### src/rtl/qpc_pkg.sv
package qpc_pkg;

  localparam int HIST_W = 4;
  localparam int NFLAG  = 8;

  // flag bit positions (software decodes these)
  localparam int F_TRANS   = 0;
  localparam int F_MATCH0  = 1;
  localparam int F_MATCH1  = 2;
  localparam int F_WRAP    = 3;
  localparam int F_DIRCHG  = 4;
  localparam int F_QERR    = 5;
  localparam int F_FLSTART = 6;
  localparam int F_FLSTOP  = 7;

  typedef enum logic [1:0] {
    MODE_OFF    = 2'd0,
    MODE_SINGLE = 2'd1,
    MODE_DUAL   = 2'd2,
    MODE_QUAD   = 2'd3
  } cntMode_e;

  // strobes from control to datapath, one cycle each
  typedef struct packed {
    logic inc0;
    logic dec0;
    logic inc1;
    logic evTrans;
    logic evDirChg;
    logic evQerr;
    logic evFlStart;
    logic evFlStop;
  } ctrlStrobe_t;

  // position of a Gray state code in the clockwise cycle 00,01,11,10
  function automatic logic [1:0] grayPos(input logic [1:0] code);
    return {code[1], code[1] ^ code[0]};
  endfunction

  // alternating direction pattern ending in the given bit
  function automatic logic [HIST_W-1:0] altPattern(input logic lsb);
    logic [HIST_W-1:0] p;
    for (int i = 0; i < HIST_W; i++) p[i] = lsb ^ logic'(i % 2);
    return p;
  endfunction

endpackage

### src/rtl/qpc_ctrl.sv
module qpc_ctrl
  import qpc_pkg::*;
(
  input  logic              clk,
  input  logic              rstN,
  input  logic              inA,
  input  logic              inB,
  input  logic [1:0]        mode,
  input  logic              flutStopEn,
  input  logic              flutDualEn,
  output ctrlStrobe_t       strobe,
  output logic              dirCw,
  output logic [1:0]        qState,
  output logic [1:0]        prevLvl,
  output logic [HIST_W-1:0] dirHist,
  output logic              flutActive
);

  localparam logic [HIST_W-1:0] ALT_LO = altPattern(1'b0);
  localparam logic [HIST_W-1:0] ALT_HI = altPattern(1'b1);
  localparam logic [HIST_W-1:0] UNI_CW = '1;
  localparam logic [HIST_W-1:0] UNI_CC = '0;

  cntMode_e          modeE;
  logic [1:0]        curLvl;
  logic [1:0]        chg;
  logic [1:0]        delta;
  logic              isQuad;
  logic              stepCw;
  logic              stepCcw;
  logic              stepAny;
  logic              badStep;
  logic              rise0;
  logic              rise1;
  logic              flutDual;
  logic              holdCnt;
  logic              edgeCount0;
  logic              edgeCount1;
  logic [HIST_W-1:0] histNext;
  logic              histAlt;
  logic              histUni;

  assign modeE   = cntMode_e'(mode);
  assign curLvl  = {inB, inA};
  assign chg     = curLvl ^ qState;
  assign delta   = grayPos(curLvl) - grayPos(qState);
  assign isQuad  = (modeE == MODE_QUAD);
  assign stepCw  = isQuad && (delta == 2'd1);
  assign stepCcw = isQuad && (delta == 2'd3);
  assign badStep = isQuad && (delta == 2'd2);
  assign stepAny = stepCw || stepCcw;
  assign rise0   = curLvl[0] && !qState[0];
  assign rise1   = curLvl[1] && !qState[1];

  assign flutDual   = flutActive && flutDualEn && isQuad;
  assign holdCnt    = flutActive && flutStopEn;
  assign edgeCount0 = (modeE == MODE_SINGLE) || (modeE == MODE_DUAL) || flutDual;
  assign edgeCount1 = (modeE == MODE_DUAL) || flutDual;

  assign histNext = {dirHist[HIST_W-2:0], stepCw};
  assign histAlt  = (histNext == ALT_LO) || (histNext == ALT_HI);
  assign histUni  = (histNext == UNI_CW) || (histNext == UNI_CC);

  always_comb begin
    strobe           = '0;
    strobe.inc0      = !holdCnt && ((edgeCount0 && rise0) || (isQuad && !flutDual && stepCw));
    strobe.dec0      = !holdCnt && isQuad && !flutDual && stepCcw;
    strobe.inc1      = !holdCnt && edgeCount1 && rise1;
    strobe.evTrans   = (modeE != MODE_OFF) && (chg != 2'b00);
    strobe.evDirChg  = stepAny && (stepCw != dirCw);
    strobe.evQerr    = badStep;
    strobe.evFlStart = stepAny && !flutActive && histAlt;
    strobe.evFlStop  = stepAny && flutActive && histUni;
  end

  always_ff @(posedge clk) begin
    if (!rstN) begin
      qState     <= 2'b00;
      prevLvl    <= 2'b00;
      dirCw      <= 1'b0;
      dirHist    <= '0;
      flutActive <= 1'b0;
    end else begin
      qState <= curLvl;
      if (chg != 2'b00) prevLvl <= qState;
      if (stepAny) begin
        dirCw   <= stepCw;
        dirHist <= histNext;
      end
      if (!isQuad)                 flutActive <= 1'b0;
      else if (strobe.evFlStart)   flutActive <= 1'b1;
      else if (strobe.evFlStop)    flutActive <= 1'b0;
    end
  end

  // flutter status follows its start and stop strobes
  a_r8_start_sets: assert property (@(posedge clk) disable iff (!rstN)
    strobe.evFlStart |=> flutActive);
  a_r8_stop_clears: assert property (@(posedge clk) disable iff (!rstN)
    strobe.evFlStop |=> !flutActive);
  // never both up and down for counter 0
  a_r5_cmd_exclusive: assert property (@(posedge clk) disable iff (!rstN)
    $onehot0({strobe.inc0, strobe.dec0}));
  // direction register reflects the latest step
  a_r7_dir_follows: assert property (@(posedge clk) disable iff (!rstN)
    (strobe.inc0 && isQuad && !flutDual) |=> dirCw);

endmodule

### src/rtl/qpc_datapath.sv
module qpc_datapath
  import qpc_pkg::*;
#(
  parameter int CNT_W = 24
) (
  input  logic             clk,
  input  logic             rstN,
  input  ctrlStrobe_t      strobe,
  input  logic [CNT_W-1:0] cmpVal0,
  input  logic [CNT_W-1:0] cmpVal1,
  input  logic [NFLAG-1:0] flagEn,
  input  logic [NFLAG-1:0] flagClr,
  output logic [CNT_W-1:0] count0,
  output logic [CNT_W-1:0] count1,
  output logic [NFLAG-1:0] flags,
  output logic             irq
);

  localparam int NCH = 2;
  localparam logic [CNT_W-1:0] CNT_MAX = '1;

  logic [NCH-1:0]   upV;
  logic [NCH-1:0]   dnV;
  logic [NCH-1:0]   wrapV;
  logic [NCH-1:0]   matchV;
  logic [CNT_W-1:0] cmpArr [NCH];
  logic [CNT_W-1:0] cntArr [NCH];
  logic [NFLAG-1:0] setV;

  assign upV       = {strobe.inc1, strobe.inc0};
  assign dnV       = {1'b0, strobe.dec0};
  assign cmpArr[0] = cmpVal0;
  assign cmpArr[1] = cmpVal1;

  for (genvar ch = 0; ch < NCH; ch++) begin : g_chan
    logic [CNT_W-1:0] cnt;
    logic [CNT_W-1:0] cntNext;

    always_comb begin
      cntNext = cnt;
      if (upV[ch])      cntNext = cnt + 1'b1;
      else if (dnV[ch]) cntNext = cnt - 1'b1;
    end

    assign wrapV[ch]  = (upV[ch] && (cnt == CNT_MAX)) || (dnV[ch] && (cnt == '0));
    assign matchV[ch] = (upV[ch] || dnV[ch]) && (cntNext == cmpArr[ch]);
    assign cntArr[ch] = cnt;

    always_ff @(posedge clk) begin
      if (!rstN) cnt <= '0;
      else       cnt <= cntNext;
    end

    // a wrap lands on the opposite end of the range
    a_r12_wrap_end: assert property (@(posedge clk) disable iff (!rstN)
      wrapV[ch] |=> ((cnt == '0) || (cnt == CNT_MAX)));
  end

  assign count0 = cntArr[0];
  assign count1 = cntArr[1];

  always_comb begin
    setV            = '0;
    setV[F_TRANS]   = strobe.evTrans;
    setV[F_MATCH0]  = matchV[0];
    setV[F_MATCH1]  = matchV[1];
    setV[F_WRAP]    = |wrapV;
    setV[F_DIRCHG]  = strobe.evDirChg;
    setV[F_QERR]    = strobe.evQerr;
    setV[F_FLSTART] = strobe.evFlStart;
    setV[F_FLSTOP]  = strobe.evFlStop;
  end

  always_ff @(posedge clk) begin
    if (!rstN) flags <= '0;
    else       flags <= (flags & ~flagClr) | setV;
  end

  assign irq = |(flags & flagEn);

  for (genvar f = 0; f < NFLAG; f++) begin : g_flagChk
    // a set flag stays set unless its clear strobe is given
    a_r13_sticky: assert property (@(posedge clk) disable iff (!rstN)
      (flags[f] && !flagClr[f]) |=> flags[f]);
    // an event in the clear cycle wins
    a_r13_set_wins: assert property (@(posedge clk) disable iff (!rstN)
      setV[f] |=> flags[f]);
  end

endmodule

### src/rtl/quad_pulse_counter.sv
module quad_pulse_counter
  import qpc_pkg::*;
#(
  parameter int CNT_W = 24
) (
  input  logic             clk,
  input  logic             rstN,
  input  logic             inA,
  input  logic             inB,
  input  logic [1:0]       mode,
  input  logic             flutStopEn,
  input  logic             flutDualEn,
  input  logic [CNT_W-1:0] cmpVal0,
  input  logic [CNT_W-1:0] cmpVal1,
  input  logic [7:0]       flagEn,
  input  logic [7:0]       flagClr,
  output logic [CNT_W-1:0] count0,
  output logic [CNT_W-1:0] count1,
  output logic             dirCw,
  output logic [1:0]       qState,
  output logic             prevA,
  output logic             prevB,
  output logic [3:0]       dirHist,
  output logic             flutActive,
  output logic [7:0]       flags,
  output logic             irq
);

  ctrlStrobe_t strobe;
  logic [1:0]  prevLvl;

  qpc_ctrl u_ctrl (
    .clk        (clk),
    .rstN       (rstN),
    .inA        (inA),
    .inB        (inB),
    .mode       (mode),
    .flutStopEn (flutStopEn),
    .flutDualEn (flutDualEn),
    .strobe     (strobe),
    .dirCw      (dirCw),
    .qState     (qState),
    .prevLvl    (prevLvl),
    .dirHist    (dirHist),
    .flutActive (flutActive)
  );

  qpc_datapath #(.CNT_W(CNT_W)) u_datapath (
    .clk     (clk),
    .rstN    (rstN),
    .strobe  (strobe),
    .cmpVal0 (cmpVal0),
    .cmpVal1 (cmpVal1),
    .flagEn  (flagEn),
    .flagClr (flagClr),
    .count0  (count0),
    .count1  (count1),
    .flags   (flags),
    .irq     (irq)
  );

  assign prevA = prevLvl[0];
  assign prevB = prevLvl[1];

  // counters hold while the block is off
  a_r2_off_hold: assert property (@(posedge clk) disable iff (!rstN)
    (mode == 2'd0) |=> ((count0 == $past(count0)) && (count1 == $past(count1))));
  // counters freeze during flutter with the stop response
  a_r9_freeze: assert property (@(posedge clk) disable iff (!rstN)
    (flutActive && flutStopEn) |=> ((count0 == $past(count0)) && (count1 == $past(count1))));
  // an illegal jump does not move counter 0 in quadrature decoding
  a_r6_err_nocount: assert property (@(posedge clk) disable iff (!rstN)
    (strobe.evQerr && !(flutActive && flutDualEn)) |=> (count0 == $past(count0)));
  // counter 0 moves by at most one per cycle
  a_r5_unit_step: assert property (@(posedge clk) disable iff (!rstN)
    1'b1 |=> ((count0 == $past(count0)) ||
              (count0 == CNT_W'($past(count0) + 1'b1)) ||
              (count0 == CNT_W'($past(count0) - 1'b1))));

endmodule

### config.mk
export PLATFORM = sky130hd
export DESIGN_NAME = quad_pulse_counter
export DESIGN_NICKNAME = d
export VERILOG_FILES = /design/src/rtl/qpc_pkg.sv /design/src/rtl/qpc_ctrl.sv /design/src/rtl/qpc_datapath.sv /design/src/rtl/quad_pulse_counter.sv
export SDC_FILE = /design/constraint.sdc
export NUM_CORES = 1
export LEC_CHECK = 0
export ABC_AREA = 1
export BUFFER_PORTS_ARGS = -buffer_cell sky130_fd_sc_hd__buf_2
export CORE_ASPECT_RATIO = 1.1
export CORE_MARGIN = 2
export CORE_UTILIZATION = 36
export CTS_CLUSTER_DIAMETER = 40
export DETAILED_ROUTE_END_ITERATION = 8
export PLACE_DENSITY = 0.69
export SLEW_MARGIN = 20
export SYNTH_ARGS = -nofsm -noshare
export SYNTH_HDL_FRONTEND = slang
export SYNTH_SLANG_ARGS = --single-unit
### constraint.sdc
create_clock -name clk -period 4.9 [get_ports clk]
set_input_delay 1.225 -clock clk [delete_from_list [all_inputs] [get_ports clk]]
set_output_delay 1.225 -clock clk [all_outputs]
set_load 0.05 [all_outputs]
==> results.ini <==
[synthesis]
synthDistinctLibCells=41
yosys_register_bits=65
post_synth_inst_count=931
nets_in_the_synthesized_netlist=1016
synth.avg_cell_area_um2=5.79
netlist_area_mm2=0.00539
synth_sequential_area_ratio_pct=24.2
yosys_warnings=0

[floorplan]
chipWidth_um=121
vertical_die_dimension_um=132
die_area_mm2=0.0160
start_util_pct=37.1
coreArea_mm2=0.0145
standard_cell_rows=46
design.portCount=139

[drt]
ant_nets=0
route.detailed.vias_per_inst=4.90
detail_route.wl_per_cell_um=13.1
drt-initial-drc-count=354
route.final.wire_length_um=16500
first_pass_iters=5
detailroute.via_count=6157
drt_drc_violations_left=0

[power]
p_leak_uw=0.00337
power.density_cell_area_mw_per_mm2=295
vdd.ir_drop.worst_mv=0.137

[final_layout]
layout.cell_area.non_filler_mm2=0.00649
mostFrequentLayoutCell=nand2_1
finish.cell_count_without_fillers=1256
post-route-util_pct=44.8
nets=1146
final_layout_size_suffix_gt1_share_pct=17.1
n_antenna_cell=0
mostFrequentLayoutCells=nand2_1 (334), buf_2 (138), nor2_1 (124)
syn2layout_area_growth_pct=20.6

[grt]
grt_pass1_wl_um=26400
grt_pass1_vias=5576
antenna_found_initial=0
grt_max_degree=56
grt-ovfl-total=0
track_usage_pct=20.7

[critical_path]
r2r_cells=19
timing_worst_setup_path_type=in -> reg
r2r_start=u_ctrl.qState[1]
critical_path.reg2reg.endpoint=u_datapath.flags[1]
first_element_of_the_critical_path=inA
timing.critical_path.to=u_datapath.flags[1]
worst_setup_path_end_kind=register
timing.reg2reg.setup_slack_ps=1950
cp_max_fanout=30
crit_arrival_ps=3820
cp-start-kind=primary input
worst-endpoint-required_ps=5150

[cts]
cts_sinks=65
cts_buffer_depth=2
clockRootBuffer=clkbuf_16
ctsResizeCount=0
cts_setup_buffers=0
tritoncts=built
cts_hold_buffers=0
clk_pin_slew_ps=50
clk-insertion-delay-late_ps=340
htree_num_levels=3
numCtsBuffers=9

[placement]
post_dp_area_mm2=0.00621
hpwl_um=12900
place_inst=1242
gpl.final_weighted_congestion=0.884
numPortBuffers=138

[timing]
report.final.slew_viol_count=0
hold_viol=0
fmaxAchievable_mhz=279
layout_min_cycle_time_ps=3580
fin_tns_setup_ps=0
tightest_slew_ps=869
period_share_pct=73.0
worst_slew_margin_rel_pct=42.0
finalSetupViolations=0
rsz_0062_raised_after_global_routing=false
clock_skew_ps=5.80

[run]
cap_violations=0

[outcome]
outcome=finished, final reports clean

[min_path]
min-delay-start=u_datapath.flags[2]
hold_path.class=reg -> reg

==> critical path, cell delays in order <==
cell and delay [ps]:
buf_2 120, xnor2_1 130, ha_1 340, nor2_4 200, nand3_2 160, nand2_4 160
nand2_2 370, nand2_2 270, nand2_1 70, nand2_1 100, nand2_1 60, nand2_1 50
nand3_1 70, nor2_1 120, nand3_1 90, nor2_1 110, nand2_1 60, a21oi_1 110
==> worst min path at each step <==
stage / slack (ps) / to / depth (start not counted)
after global placement: 470 / u_datapath.flags[2] / 2
after global routing: 500 / u_datapath.flags[6] / 2
after detailed placement: 480 / u_datapath.flags[6] / 2
after CTS: 490 / u_datapath.flags[6] / 2
final: 490 / u_datapath.flags[2] / 2
after floorplan: 690 / u_datapath.flags[4] / 2
==> sequential cells by signal, summed over array words and instances (netlist names) <==
register,cells
u_ctrl.dirHist,4
u_ctrl.flutActive,1
u_ctrl.prevLvl,2
u_ctrl.qState,2
u_datapath.count0,24
u_datapath.count1,24
u_datapath.flags,8
==> logic make-up (layout without fill, tap and decap cells) <==
family / after synthesis / after routing / synth area share, %
flops: 65 / 65 / 24.2
buf+inv: 133 / 266 / 9.99
fa+ha+maj: 13 / 13 / 3.02
compound gates: 60 / 60 / 6.32
simple gates: 628 / 628 / 50.5
xor+xnor: 32 / 32 / 6.02
==> final cells by class <==
class | count | area (um2)
clock buffer | 11 | 243
clock inverter | 3 | 42.5
fill | 1578 | 8010
inverter | 114 | 429
multi-input combinational | 733 | 3550
sequential | 65 | 1300
tap | 192 | 240
timing repair buffer | 138 | 691
==> power breakdown <==
part           switching, uW  internal [uW]  leakage [uW]
clock network            239            401      0.000137
registers               57.2            561      0.000530
logic                    457            202       0.00270
total                    753           1160       0.00337
==> synth_stat cells, drive strengths merged <==
library cell,count,area (um2)
nand2,342,1310
nor2,134,548
inv,113,424
nand3,94,480
dfxtp,65,1300
a21oi,29,156
o21ai,22,110
nand3b,21,158
xor2,20,175
nand4,17,106
nor3,15,86.3
ha,13,163
buf,11,78.8
xnor2,9,78.8
clkbuf,8,31.3
or2,3,18.8
a221oi,2,17.5
a22o,2,17.5
xor3,2,47.6
a211o,1,8.76
a32oi,1,8.76
clkinv,1,3.75
nor3b,1,7.51
nor4,1,6.26
o21bai,1,7.51
o22ai,1,6.26
o31ai,1,7.51
xnor3,1,22.5
==> per-stage QoR <==
step	power (uW)	setup WS, ps	hold slack, ps
floorplan	1120	1720	695
global placement	1270	1040	473
detailed placement	1280	994	480
CTS	1930	1340	493
global route	2030	1080	504
finish	1920	1320	489
==> layer usage <==
layer / vias up / wire [um] / GRT usage [%]
li1: 3210 / - / -
met1: 2714 / 7250 / 26.6
met2: 212 / 7670 / 34.3
met3: 21 / 1240 / 4.11
met4: 0 / 338 / 7.43
met5: - / 0 / 0
No activity file was read; power rests on OpenSTA's default activity.
